### config.mk
export PLATFORM = sky130hd
export DESIGN_NAME = ow_search_accel
export DESIGN_NICKNAME = d
export VERILOG_FILES = /design/src/rtl/ow_search_pkg.sv /design/src/rtl/ow_slot_timer.sv /design/src/rtl/ow_sequencer.sv /design/src/rtl/ow_rx_hold.sv /design/src/rtl/ow_search_accel.sv
export SDC_FILE = /design/constraint.sdc
export NUM_CORES = 1
export LEC_CHECK = 0
export CAP_MARGIN = 10
export CORE_AREA = 2 2 90 126
export CTS_CLUSTER_SIZE = 30
export DETAILED_ROUTE_END_ITERATION = 8
export DIE_AREA = 0 0 92 128
export HOLD_SLACK_MARGIN = 0.02
export PLACE_DENSITY = 0.43
export SETUP_SLACK_MARGIN = 0.4
export SYNTH_ARGS = -nofsm -noshare
export SYNTH_HDL_FRONTEND = slang
export SYNTH_SLANG_ARGS = --single-unit
export TNS_END_PERCENT = 10
### constraint.sdc
create_clock -name clk -period 4 [get_ports clk]
set_input_delay 0.6 -clock clk [delete_from_list [all_inputs] [get_ports clk]]
set_output_delay 0.6 -clock clk [all_outputs]
set_load 0.005 [all_outputs]
### src/rtl/ow_search_pkg.sv
package ow_search_pkg;

    // Slot flavour: a write-1 slot is also the read slot.
    typedef enum logic {
        SLOT_W0 = 1'b0,
        SLOT_W1 = 1'b1
    } slot_kind_t;

    // Position inside one search triple.
    typedef enum logic [1:0] {
        PH_BIT = 2'd0,
        PH_CMP = 2'd1,
        PH_DIR = 2'd2
    } tri_phase_t;

    typedef enum logic [1:0] {
        SQ_IDLE  = 2'd0,
        SQ_ISSUE = 2'd1,
        SQ_WAIT  = 2'd2
    } seq_state_t;

    // Outcome of one search position.
    typedef struct packed {
        logic dir;
        logic flag;
    } pick_t;

    // Choose the direction from the two reads and the host hint.
    function automatic pick_t resolve(input logic bit_v, input logic cmp_v,
                                      input logic host_dir);
        pick_t p;
        if (bit_v != cmp_v) begin
            p.dir  = bit_v;
            p.flag = 1'b0;
        end else if (!bit_v) begin
            p.dir  = host_dir;
            p.flag = 1'b1;
        end else begin
            p.dir  = 1'b1;
            p.flag = 1'b1;
        end
        return p;
    endfunction

endpackage

### src/rtl/ow_slot_timer.sv
module ow_slot_timer
    import ow_search_pkg::*;
#(
    parameter int SLOT_CYC  = 40,
    parameter int LOW_W0    = 30,
    parameter int LOW_W1    = 4,
    parameter int SAMPLE_AT = 10
) (
    input  logic       clk,
    input  logic       rst,
    input  logic       go,
    input  slot_kind_t kind,
    input  logic       line_in,
    output logic       pull_low,
    output logic       done,
    output logic       smp,
    output logic       active
);
    localparam int CW = $clog2(SLOT_CYC + 1);
    localparam logic [CW-1:0] C_END = CW'(SLOT_CYC - 1);
    localparam logic [CW-1:0] C_L0  = CW'(LOW_W0);
    localparam logic [CW-1:0] C_L1  = CW'(LOW_W1);
    localparam logic [CW-1:0] C_SMP = CW'(SAMPLE_AT);

    logic [CW-1:0] cnt;
    logic [CW-1:0] low_len;
    slot_kind_t    kind_q;

    always_ff @(posedge clk) begin
        if (rst) begin
            active <= 1'b0;
            cnt    <= '0;
            kind_q <= SLOT_W1;
            smp    <= 1'b1;
        end else if (!active) begin
            if (go) begin
                active <= 1'b1;
                cnt    <= '0;
                kind_q <= kind;
            end
        end else begin
            if (cnt == C_SMP) begin
                smp <= line_in;
            end
            if (cnt == C_END) begin
                active <= 1'b0;
            end else begin
                cnt <= cnt + 1'b1;
            end
        end
    end

    assign low_len  = (kind_q == SLOT_W0) ? C_L0 : C_L1;
    assign pull_low = active && (cnt < low_len);
    assign done     = active && (cnt == C_END);

    // the line is only pulled low in answer to a slot request
    a_r2_pull_after_go: assert property (@(posedge clk) disable iff (rst)
        $rose(pull_low) |-> $past(go));

    // a new slot is never requested while one is running
    a_r3_no_overlap: assert property (@(posedge clk) disable iff (rst)
        go |-> !active);

endmodule

### src/rtl/ow_sequencer.sv
module ow_sequencer
    import ow_search_pkg::*;
#(
    parameter int DW = 8
) (
    input  logic          clk,
    input  logic          rst,
    input  logic          search_mode,
    input  logic          wr_stb,
    input  logic [DW-1:0] wr_byte,
    input  logic          slot_done,
    input  logic          slot_smp,
    input  logic          slot_active,
    output logic          go,
    output slot_kind_t    kind,
    output logic          push,
    output logic [DW-1:0] push_data,
    output logic          busy
);
    localparam int POS  = DW / 2;
    localparam int IDXW = $clog2(DW);
    localparam logic [IDXW-1:0] LAST_PLAIN  = IDXW'(DW - 1);
    localparam logic [IDXW-1:0] LAST_SEARCH = IDXW'(POS - 1);

    seq_state_t    state;
    tri_phase_t    phase;
    logic          mode_q;
    logic [DW-1:0] tx_q;
    logic [DW-1:0] acc;
    logic [IDXW-1:0] idx;
    logic          bit_q;
    logic          cmp_q;
    pick_t         pick;
    logic [IDXW-1:0] dir_lane;
    logic [IDXW-1:0] flag_lane;

    assign dir_lane  = {idx[IDXW-2:0], 1'b1};
    assign flag_lane = {idx[IDXW-2:0], 1'b0};
    assign pick      = resolve(bit_q, cmp_q, tx_q[dir_lane]);

    always_comb begin
        if (!mode_q) begin
            kind = tx_q[idx] ? SLOT_W1 : SLOT_W0;
        end else if (phase == PH_DIR) begin
            kind = pick.dir ? SLOT_W1 : SLOT_W0;
        end else begin
            kind = SLOT_W1;
        end
    end

    assign go        = (state == SQ_ISSUE);
    assign busy      = (state != SQ_IDLE) || push;
    assign push_data = acc;

    always_ff @(posedge clk) begin
        if (rst) begin
            state  <= SQ_IDLE;
            phase  <= PH_BIT;
            mode_q <= 1'b0;
            tx_q   <= '0;
            acc    <= '0;
            idx    <= '0;
            bit_q  <= 1'b1;
            cmp_q  <= 1'b1;
            push   <= 1'b0;
        end else begin
            push <= 1'b0;
            case (state)
                SQ_IDLE: begin
                    if (wr_stb && !push) begin
                        tx_q   <= wr_byte;
                        mode_q <= search_mode;
                        idx    <= '0;
                        phase  <= PH_BIT;
                        acc    <= '0;
                        state  <= SQ_ISSUE;
                    end
                end
                SQ_ISSUE: begin
                    state <= SQ_WAIT;
                end
                SQ_WAIT: begin
                    if (slot_done) begin
                        state <= SQ_ISSUE;
                        if (!mode_q) begin
                            acc[idx] <= slot_smp;
                            if (idx == LAST_PLAIN) begin
                                push  <= 1'b1;
                                state <= SQ_IDLE;
                            end else begin
                                idx <= idx + 1'b1;
                            end
                        end else begin
                            case (phase)
                                PH_BIT: begin
                                    bit_q <= slot_smp;
                                    phase <= PH_CMP;
                                end
                                PH_CMP: begin
                                    cmp_q <= slot_smp;
                                    phase <= PH_DIR;
                                end
                                default: begin
                                    acc[dir_lane]  <= pick.dir;
                                    acc[flag_lane] <= pick.flag;
                                    phase          <= PH_BIT;
                                    if (idx == LAST_SEARCH) begin
                                        push  <= 1'b1;
                                        state <= SQ_IDLE;
                                    end else begin
                                        idx <= idx + 1'b1;
                                    end
                                end
                            endcase
                        end
                    end
                end
                default: state <= SQ_IDLE;
            endcase
        end
    end

    // the byte being worked on stays put while busy
    a_r9_data_held: assert property (@(posedge clk) disable iff (rst)
        (state != SQ_IDLE && $past(state != SQ_IDLE)) |-> $stable(tx_q));

    // the mode captured at acceptance stays put while busy
    a_r10_mode_held: assert property (@(posedge clk) disable iff (rst)
        (state != SQ_IDLE && $past(state != SQ_IDLE)) |-> $stable(mode_q));

    // slot completions arrive only while a slot is awaited
    a_r3_done_in_wait: assert property (@(posedge clk) disable iff (rst)
        slot_done |-> (state == SQ_WAIT && slot_active));

    // no answer on either read forces a write-1 slot
    a_r6_empty_writes_one: assert property (@(posedge clk) disable iff (rst)
        (go && mode_q && phase == PH_DIR && bit_q && cmp_q) |-> (kind == SLOT_W1));

    // a clean bit is echoed back on the direction slot
    a_r4_echo_bit: assert property (@(posedge clk) disable iff (rst)
        (go && mode_q && phase == PH_DIR && (bit_q != cmp_q)) |->
            (kind == (bit_q ? SLOT_W1 : SLOT_W0)));

endmodule

### src/rtl/ow_rx_hold.sv
module ow_rx_hold #(
    parameter int DW = 8
) (
    input  logic          clk,
    input  logic          rst,
    input  logic          push,
    input  logic [DW-1:0] push_data,
    input  logic          rd_stb,
    output logic [DW-1:0] rd_byte,
    output logic          rd_ready
);
    always_ff @(posedge clk) begin
        if (rst) begin
            rd_byte  <= '0;
            rd_ready <= 1'b0;
        end else if (push) begin
            rd_byte  <= push_data;
            rd_ready <= 1'b1;
        end else if (rd_stb) begin
            rd_ready <= 1'b0;
        end
    end

    // a finished byte always marks the buffer full
    a_r8_full_on_push: assert property (@(posedge clk) disable iff (rst)
        push |=> rd_ready);

    // an acknowledge without a new byte empties the buffer
    a_r8_clear_on_read: assert property (@(posedge clk) disable iff (rst)
        (rd_stb && !push) |=> !rd_ready);

endmodule

### src/rtl/ow_search_accel.sv
module ow_search_accel
    import ow_search_pkg::*;
#(
    parameter int DW        = 8,
    parameter int SLOT_CYC  = 40,
    parameter int LOW_W0    = 30,
    parameter int LOW_W1    = 4,
    parameter int SAMPLE_AT = 10
) (
    input  logic          clk,
    input  logic          rst,
    input  logic          search_mode,
    input  logic          wr_stb,
    input  logic [DW-1:0] wr_byte,
    output logic          busy,
    input  logic          rd_stb,
    output logic [DW-1:0] rd_byte,
    output logic          rd_ready,
    input  logic          bus_in,
    output logic          bus_pull_low
);
    logic          go;
    slot_kind_t    kind;
    logic          slot_done;
    logic          slot_smp;
    logic          slot_active;
    logic          push;
    logic [DW-1:0] push_data;

    ow_slot_timer #(
        .SLOT_CYC (SLOT_CYC),
        .LOW_W0   (LOW_W0),
        .LOW_W1   (LOW_W1),
        .SAMPLE_AT(SAMPLE_AT)
    ) u_timer (
        .clk     (clk),
        .rst     (rst),
        .go      (go),
        .kind    (kind),
        .line_in (bus_in),
        .pull_low(bus_pull_low),
        .done    (slot_done),
        .smp     (slot_smp),
        .active  (slot_active)
    );

    ow_sequencer #(
        .DW(DW)
    ) u_seq (
        .clk        (clk),
        .rst        (rst),
        .search_mode(search_mode),
        .wr_stb     (wr_stb),
        .wr_byte    (wr_byte),
        .slot_done  (slot_done),
        .slot_smp   (slot_smp),
        .slot_active(slot_active),
        .go         (go),
        .kind       (kind),
        .push       (push),
        .push_data  (push_data),
        .busy       (busy)
    );

    ow_rx_hold #(
        .DW(DW)
    ) u_rx (
        .clk      (clk),
        .rst      (rst),
        .push     (push),
        .push_data(push_data),
        .rd_stb   (rd_stb),
        .rd_byte  (rd_byte),
        .rd_ready (rd_ready)
    );

    // reset leaves the bus released and the buffer empty
    a_r1_reset_state: assert property (@(posedge clk)
        rst |=> (!rd_ready && !bus_pull_low && !busy));

    // a full buffer is only ever reported with the engine idle or done
    a_r8_ready_rise_idle: assert property (@(posedge clk) disable iff (rst)
        $rose(rd_ready) |-> !bus_pull_low);

endmodule

* Word-level counts from Yosys, hierarchy flattened
Cells that the tools add are included.
W data, S select, Z words.
** Storage, ports and cells
- Bits of input ports :: 14
- Logic and storage cells :: 125
- Register bits after elaboration :: 45
- Output and inout port bits :: 11
** Operators by class
- Equality and inequality tests :: 16
- Reductions and logical operators :: 26
- Multiplexer cells :: 56
- Bitwise operators :: 3
- Magnitude comparators :: 7
- Add/subtract/negate cells :: 2
** Operators by type and width (count)
- $mux W8 :: 4
- $bwmux W8 :: 3
- $mux W1 :: 20
- $mux W2 :: 9
- $mux W3 :: 6
- $mux W6 :: 3
- $pmux W8 S2 :: 1
- $reduce_and A4 Y1 :: 4
- $lt A3 B4 Y1 const B :: 3
- $reduce_and A2 Y1 :: 5
- $ge A3 B1 Y1 const B :: 3
- $pmux W2 S2 :: 2
- $reduce_bool A2 Y1 :: 4
- $add A6 B1 Y6 const B :: 1
- $eq A6 B4 Y1 const B :: 1
- $eq A6 B6 Y1 const B :: 1
- $logic_and A1 B1 Y1 :: 6
- $lt A6 B6 Y1 :: 1
- $ne A3 B3 Y1 const B :: 2
- $pmux W2 S3 :: 1
- $pmux W3 S2 :: 1
- $reduce_and A6 Y1 :: 1
- $mux W5 :: 1
- $demux W1 S2 :: 2
- other kinds (18) :: 25

* Depth between registers and ports, before layout
- Word-level depth :: 10
- Gate-level depth with buffers :: 6
- Depth with buffers taken out :: 6

* Cells and area by module
A second synthesis with hierarchy kept.
** Second synthesis, totals
- Cell total of the unflattened synthesis :: 286
- Area total of the unflattened synthesis :: 2437.3 um2
** By module, submodules not included
- ow_sequencer :: area an instance 1607.8 um2, times used 1, seq. area each 540.5 um2, cells each 199
- ow_slot_timer :: area an instance 508.0 um2, times used 1, seq. area each 180.2 um2, cells each 57
- ow_rx_hold :: area an instance 321.6 um2, times used 1, seq. area each 180.2 um2, cells each 30

* Worst setup path after synthesis
Ideal clock, no wire load.
- Path type :: register to register
- From :: register u_timer.cnt[1]
- To :: register u_seq.acc[6], in the netlist u_seq.push_data[6]
- Required time :: 3.877 ns
- Period minus slack after synthesis :: 1.754 ns
- Stages on the path, launching flop included :: 6
- Buffers on the path :: 0
- Library setup time :: 0.123 ns
- Arrival time :: 1.630 ns
- Path slack :: 2.246 ns
- Cells stage by stage :: dfxtp_1 -> ha_1 -> and4b_4 -> a21oi_2 -> a2111oi_2 -> mux2_1
** Between the ends
- Longest elaborated chain between the ends :: 4
** RTL lines
- start: declaration :: RTL line ow_slot_timer.sv:25 : logic [CW-1:0] cnt;
- start signal: assignment :: RTL line ow_slot_timer.sv:48 : cnt <= cnt + 1'b1;
- $eq A6 B6 Y1 :: RTL line ow_slot_timer.sv:55 : assign done = active && (cnt == C_END);
- $logic_and A1 B1 Y1 :: RTL line ow_slot_timer.sv:55
- $ne A2 B2 Y1 (no line)
- $reduce_and A4 Y1 (no line)
- end signal: indexed assignment :: RTL line ow_sequencer.sv:86 : acc[idx] <= slot_smp;
- end signal: indexed assignment :: RTL line ow_sequencer.sv:104 : acc[dir_lane] <= pick.dir;
- end signal: indexed assignment :: RTL line ow_sequencer.sv:105 : acc[flag_lane] <= pick.flag;
- end: declaration :: RTL line ow_sequencer.sv:29 : logic [DW-1:0] acc;
No other way between the ends.
A chain may end at the register's enable or synchronous reset.

* Final worst setup path
- From :: register u_timer.cnt[3]
- To :: output port bus_pull_low
** Between the ends
- Longest elaborated chain between the ends :: 2
** RTL lines
- $lt A6 B6 Y1 :: RTL line ow_slot_timer.sv:54 : assign pull_low = active && (cnt < low_len);
- $logic_and A1 B1 Y1 :: RTL line ow_slot_timer.sv:54
- end: declaration :: RTL line ow_search_accel.sv:20 : output logic bus_pull_low
No other way between the ends.

==> summary.md <==
| Metric | Value |
|---|---|
| Status | finished clean |
| Net Sw Frac | 0.250 |
| Overflow after GRT | 0 |
| Commonest non-fill, non-tap cells in the layout | dfxtp_1, nand2_1, a21oi_1 |
| Routed wire length | 6800 microns |
| DR DRC count | 0 |
| #FFs+latches synth | 45 |
| Largest net degree at the start of global routing | 40 |
| Num CTS Buffers | 5 |
| Via/cell ratio | approximately 4.8 |
| Crit-path max FO | 8 |
| CTS tree | yes |
| Final setup violation count | 0 |
| Worst setup SP type | flop |
| Multi-input logic area | 1530 sq um |
| Vias in the first global route | about 2200 |
| N_diodes | 0 |
| DP Wirelength | ~4700 microns |
| Skew final | 7.89 ps |
| Post-synth top area share | 0.348 |
| Fillers | between 1000 and 1500 |
| FF-to-FF End | u_seq.push_data[1] |
| Layout cells sized above 1 | 0.0755 |
| Arr. time, crit path | about 1900 ps |
| Total Power | a little over 1 mW |
| Root Driver | clkbuf_16 |
| Synth top area cells | dfxtp_1, mux2i_1, a21oi_1 |
| Hold Buf Count CTS | 0 |
| Post-synth EDFFs | 0 |
| DRT antenna net count | 0 |
| Maximum vdd drop | about 0.15 mV |
| 1st-pass router iterations | 4 |
| PwrDens | approximately 340 nW/um^2 |
| Sink of the worst hold path | u_seq.tx_q[4] |
| Synth Warn # | 0 |
| Final TNS setup | 0 ps |
| CP required | about 3400 ps |
| Area growth syn-to-layout | 19.3% |
| Row count | 45 |
| Io pins | 25 |
| RSZ-0062 raised after global routing | no |
| Die span in y | ~130 microns |
| CTS Buffer Depth | 2 |
| CP startpoint | u_timer.cnt[3] |
| Synthesized instance count | 304 |
| Final worst path period need | 2520 ps |
| Final Cycle Share | 0.630 |
| Hold Path Class | reg2reg |
| Die area | 11800 sq um |
| WS Path Type | reg2out |
| Port bufs | 24 |
| Mapped Avg Cell Area | 8.52 sq um |
| Synth async-reset ratio | 0 |
| CP endpoint kind | output port |
| Max-cap violations | 0 |
| Nets | roughly 340 |
| Most common cell after layout, fill and taps aside | dfxtp_1 |
| Clk slew on worst S/H paths | 60 ps |
| Worst-margin pin slew | ~1000 ps |
| Leak | 1.12 nW |
| Antenna violations before repair | 0 |
| Die span in x | 92 microns |
| Cell taking the most area after synthesis | dfxtp_1 |
| Top FF cell, synth | dfxtp_1 |
| Clock Latency Late Sink | 290 ps |
| Hold Path Origin | u_seq.tx_q[4] |
| First-pass GRT wire length | 11500 microns |
| Cell Int Power | just under 0.8 mW |
| CORE AREA | 10700 sq um |
| Starting Density | 0.242 |
| Initial DRC Count | 112 |
| Slew Limit Fails | 0 |
| WHS Path Cells | 2 |
| Reg2Reg Launch Point | u_seq.idx[1] |
| Worst reg2reg path depth | 4 |
| Flop pwr share | 0.460 |
| Slew HR | 0.325 |
| CTS Sinks | 45 |
| Fin. Hold Viols | 0 |
| DR WL/cell | 14.8 microns |
| Post-CTS Setup Repair Bufs | 0 |
| GRT Resource Usage Total | 0.123 |
| Unique masters post-synth | 61 |
| Fraction of power consumed by combinational cells | 0.116 |
| Sw power | 0.259 mW |
| Gpl congestion | 0.813 |
| Syn_nets | ~330 |
| Clock power share | 0.424 |
| Post-synthesis cell area | 2590 sq um |
| Fmax | 0.397 GHz |
| Post-cts sizing count | 0 |
| Reg2reg setup slack | 1740 ps |
| Seq/Total Area, Yosys | 0.348 |
| Flip-flop and latch area | 901 sq um |
| # H-tree levels | 2 |
| Via count | 2213 |
==> stage by stage <==
stage | std cells | hold WS, ps | setup WS, ps | util | cell area [sq um]
floorplan | 304 | 434 | 2250 | - | 2590
CTS | 459 | 461 | 1470 | 0.289 | 3090
detailed placement | 451 | 452 | 1420 | 0.274 | 2930
global route | 459 | 478 | 1350 | 0.289 | 3090
finish | 459 | 457 | 1480 | 0.289 | 3090
global placement | 451 | 445 | 1430 | 0.274 | 2930
==> worst max-delay path: stages, from the launching register on <==
cell and delay (ps):
dfxtp_1 480, ha_1 290, o211a_1 100, o21ai_0 120
and3_1 160, clkdlybuf4s50_1 490
==> power by group through the flow <==
stage	clock network (mW)	registers, mW	logic [mW]
after floorplan	0	0.477	0.0893
after global placement	0	0.487	0.122
after detailed placement	0	0.487	0.123
after CTS	0.457	0.477	0.123
after global routing	0.474	0.480	0.134
final	0.439	0.477	0.120
==> per-layer routing <==
metal | routed length, microns | GRT usage
met4 | 155 | 0.0562
met1 | 3050 | 0.146
met2 | 3430 | 0.212
met5 | 0 | 0
met3 | 161 | 0.0253
==> cell type report <==
class                   instances  share of cell area
multi-input cells             223               0.496
flip-flops and latches         45               0.291
repair buffers                 28              0.0874
well taps                     141              0.0571
clock buffers                   7              0.0494
inverters                      14              0.0170
clock inverters                 1             0.00162
==> cell usage after synthesis (all sizes together), types with 7 or more instances <==
cell and instances:
nand2 36, dfxtp 45, nor2 22, nor2b 9, ha 10, buf 17
a21oi 31, inv 14, o21ai 7, nor4 7, mux2i 18
==> kinds of logic (layout without fill, tap and decap cells) <==
family	after synthesis	count (layout)	share of synthesized area
AND/OR/NAND/NOR	120	120	0.262
AO/OA/AOI/OAI	71	71	0.196
flip-flops	45	45	0.348
buffers and inverters	36	50	0.0604
multiplexers	20	20	0.0783
adder cells (fa/ha/maj)	10	10	0.0483
XOR/XNOR	2	2	0.00676
==> flip-flops by register name, indices dropped and copies added (netlist names) <==
name / flops
u_seq.state: 2
u_timer.cnt: 6
u_seq.tx_q: 8
u_timer.smp: 1
u_seq.mode_q: 1
u_seq.phase: 2
u_seq.push: 1
u_rx.rd_ready: 1
u_timer.kind_q: 1
u_rx.rd_byte: 8
u_seq.push_data: 8
u_seq.cmp_q: 1
u_seq.idx: 3
u_timer.active: 1
u_seq.bit_q: 1
==> worst max-delay path by stage <==
stage	cells past startpoint	end	slack [ps]
3_5_place_dp	7	u_seq.push_data[6]	1420
3_3_place_gp	7	u_seq.push_data[6]	1430
6_report	5	bus_pull_low	1480
4_1_cts	5	bus_pull_low	1470
5_1_grt	5	bus_pull_low	1350
2_1_floorplan	5	u_seq.push_data[6]	2250
(Power assumes the default switching activity.)
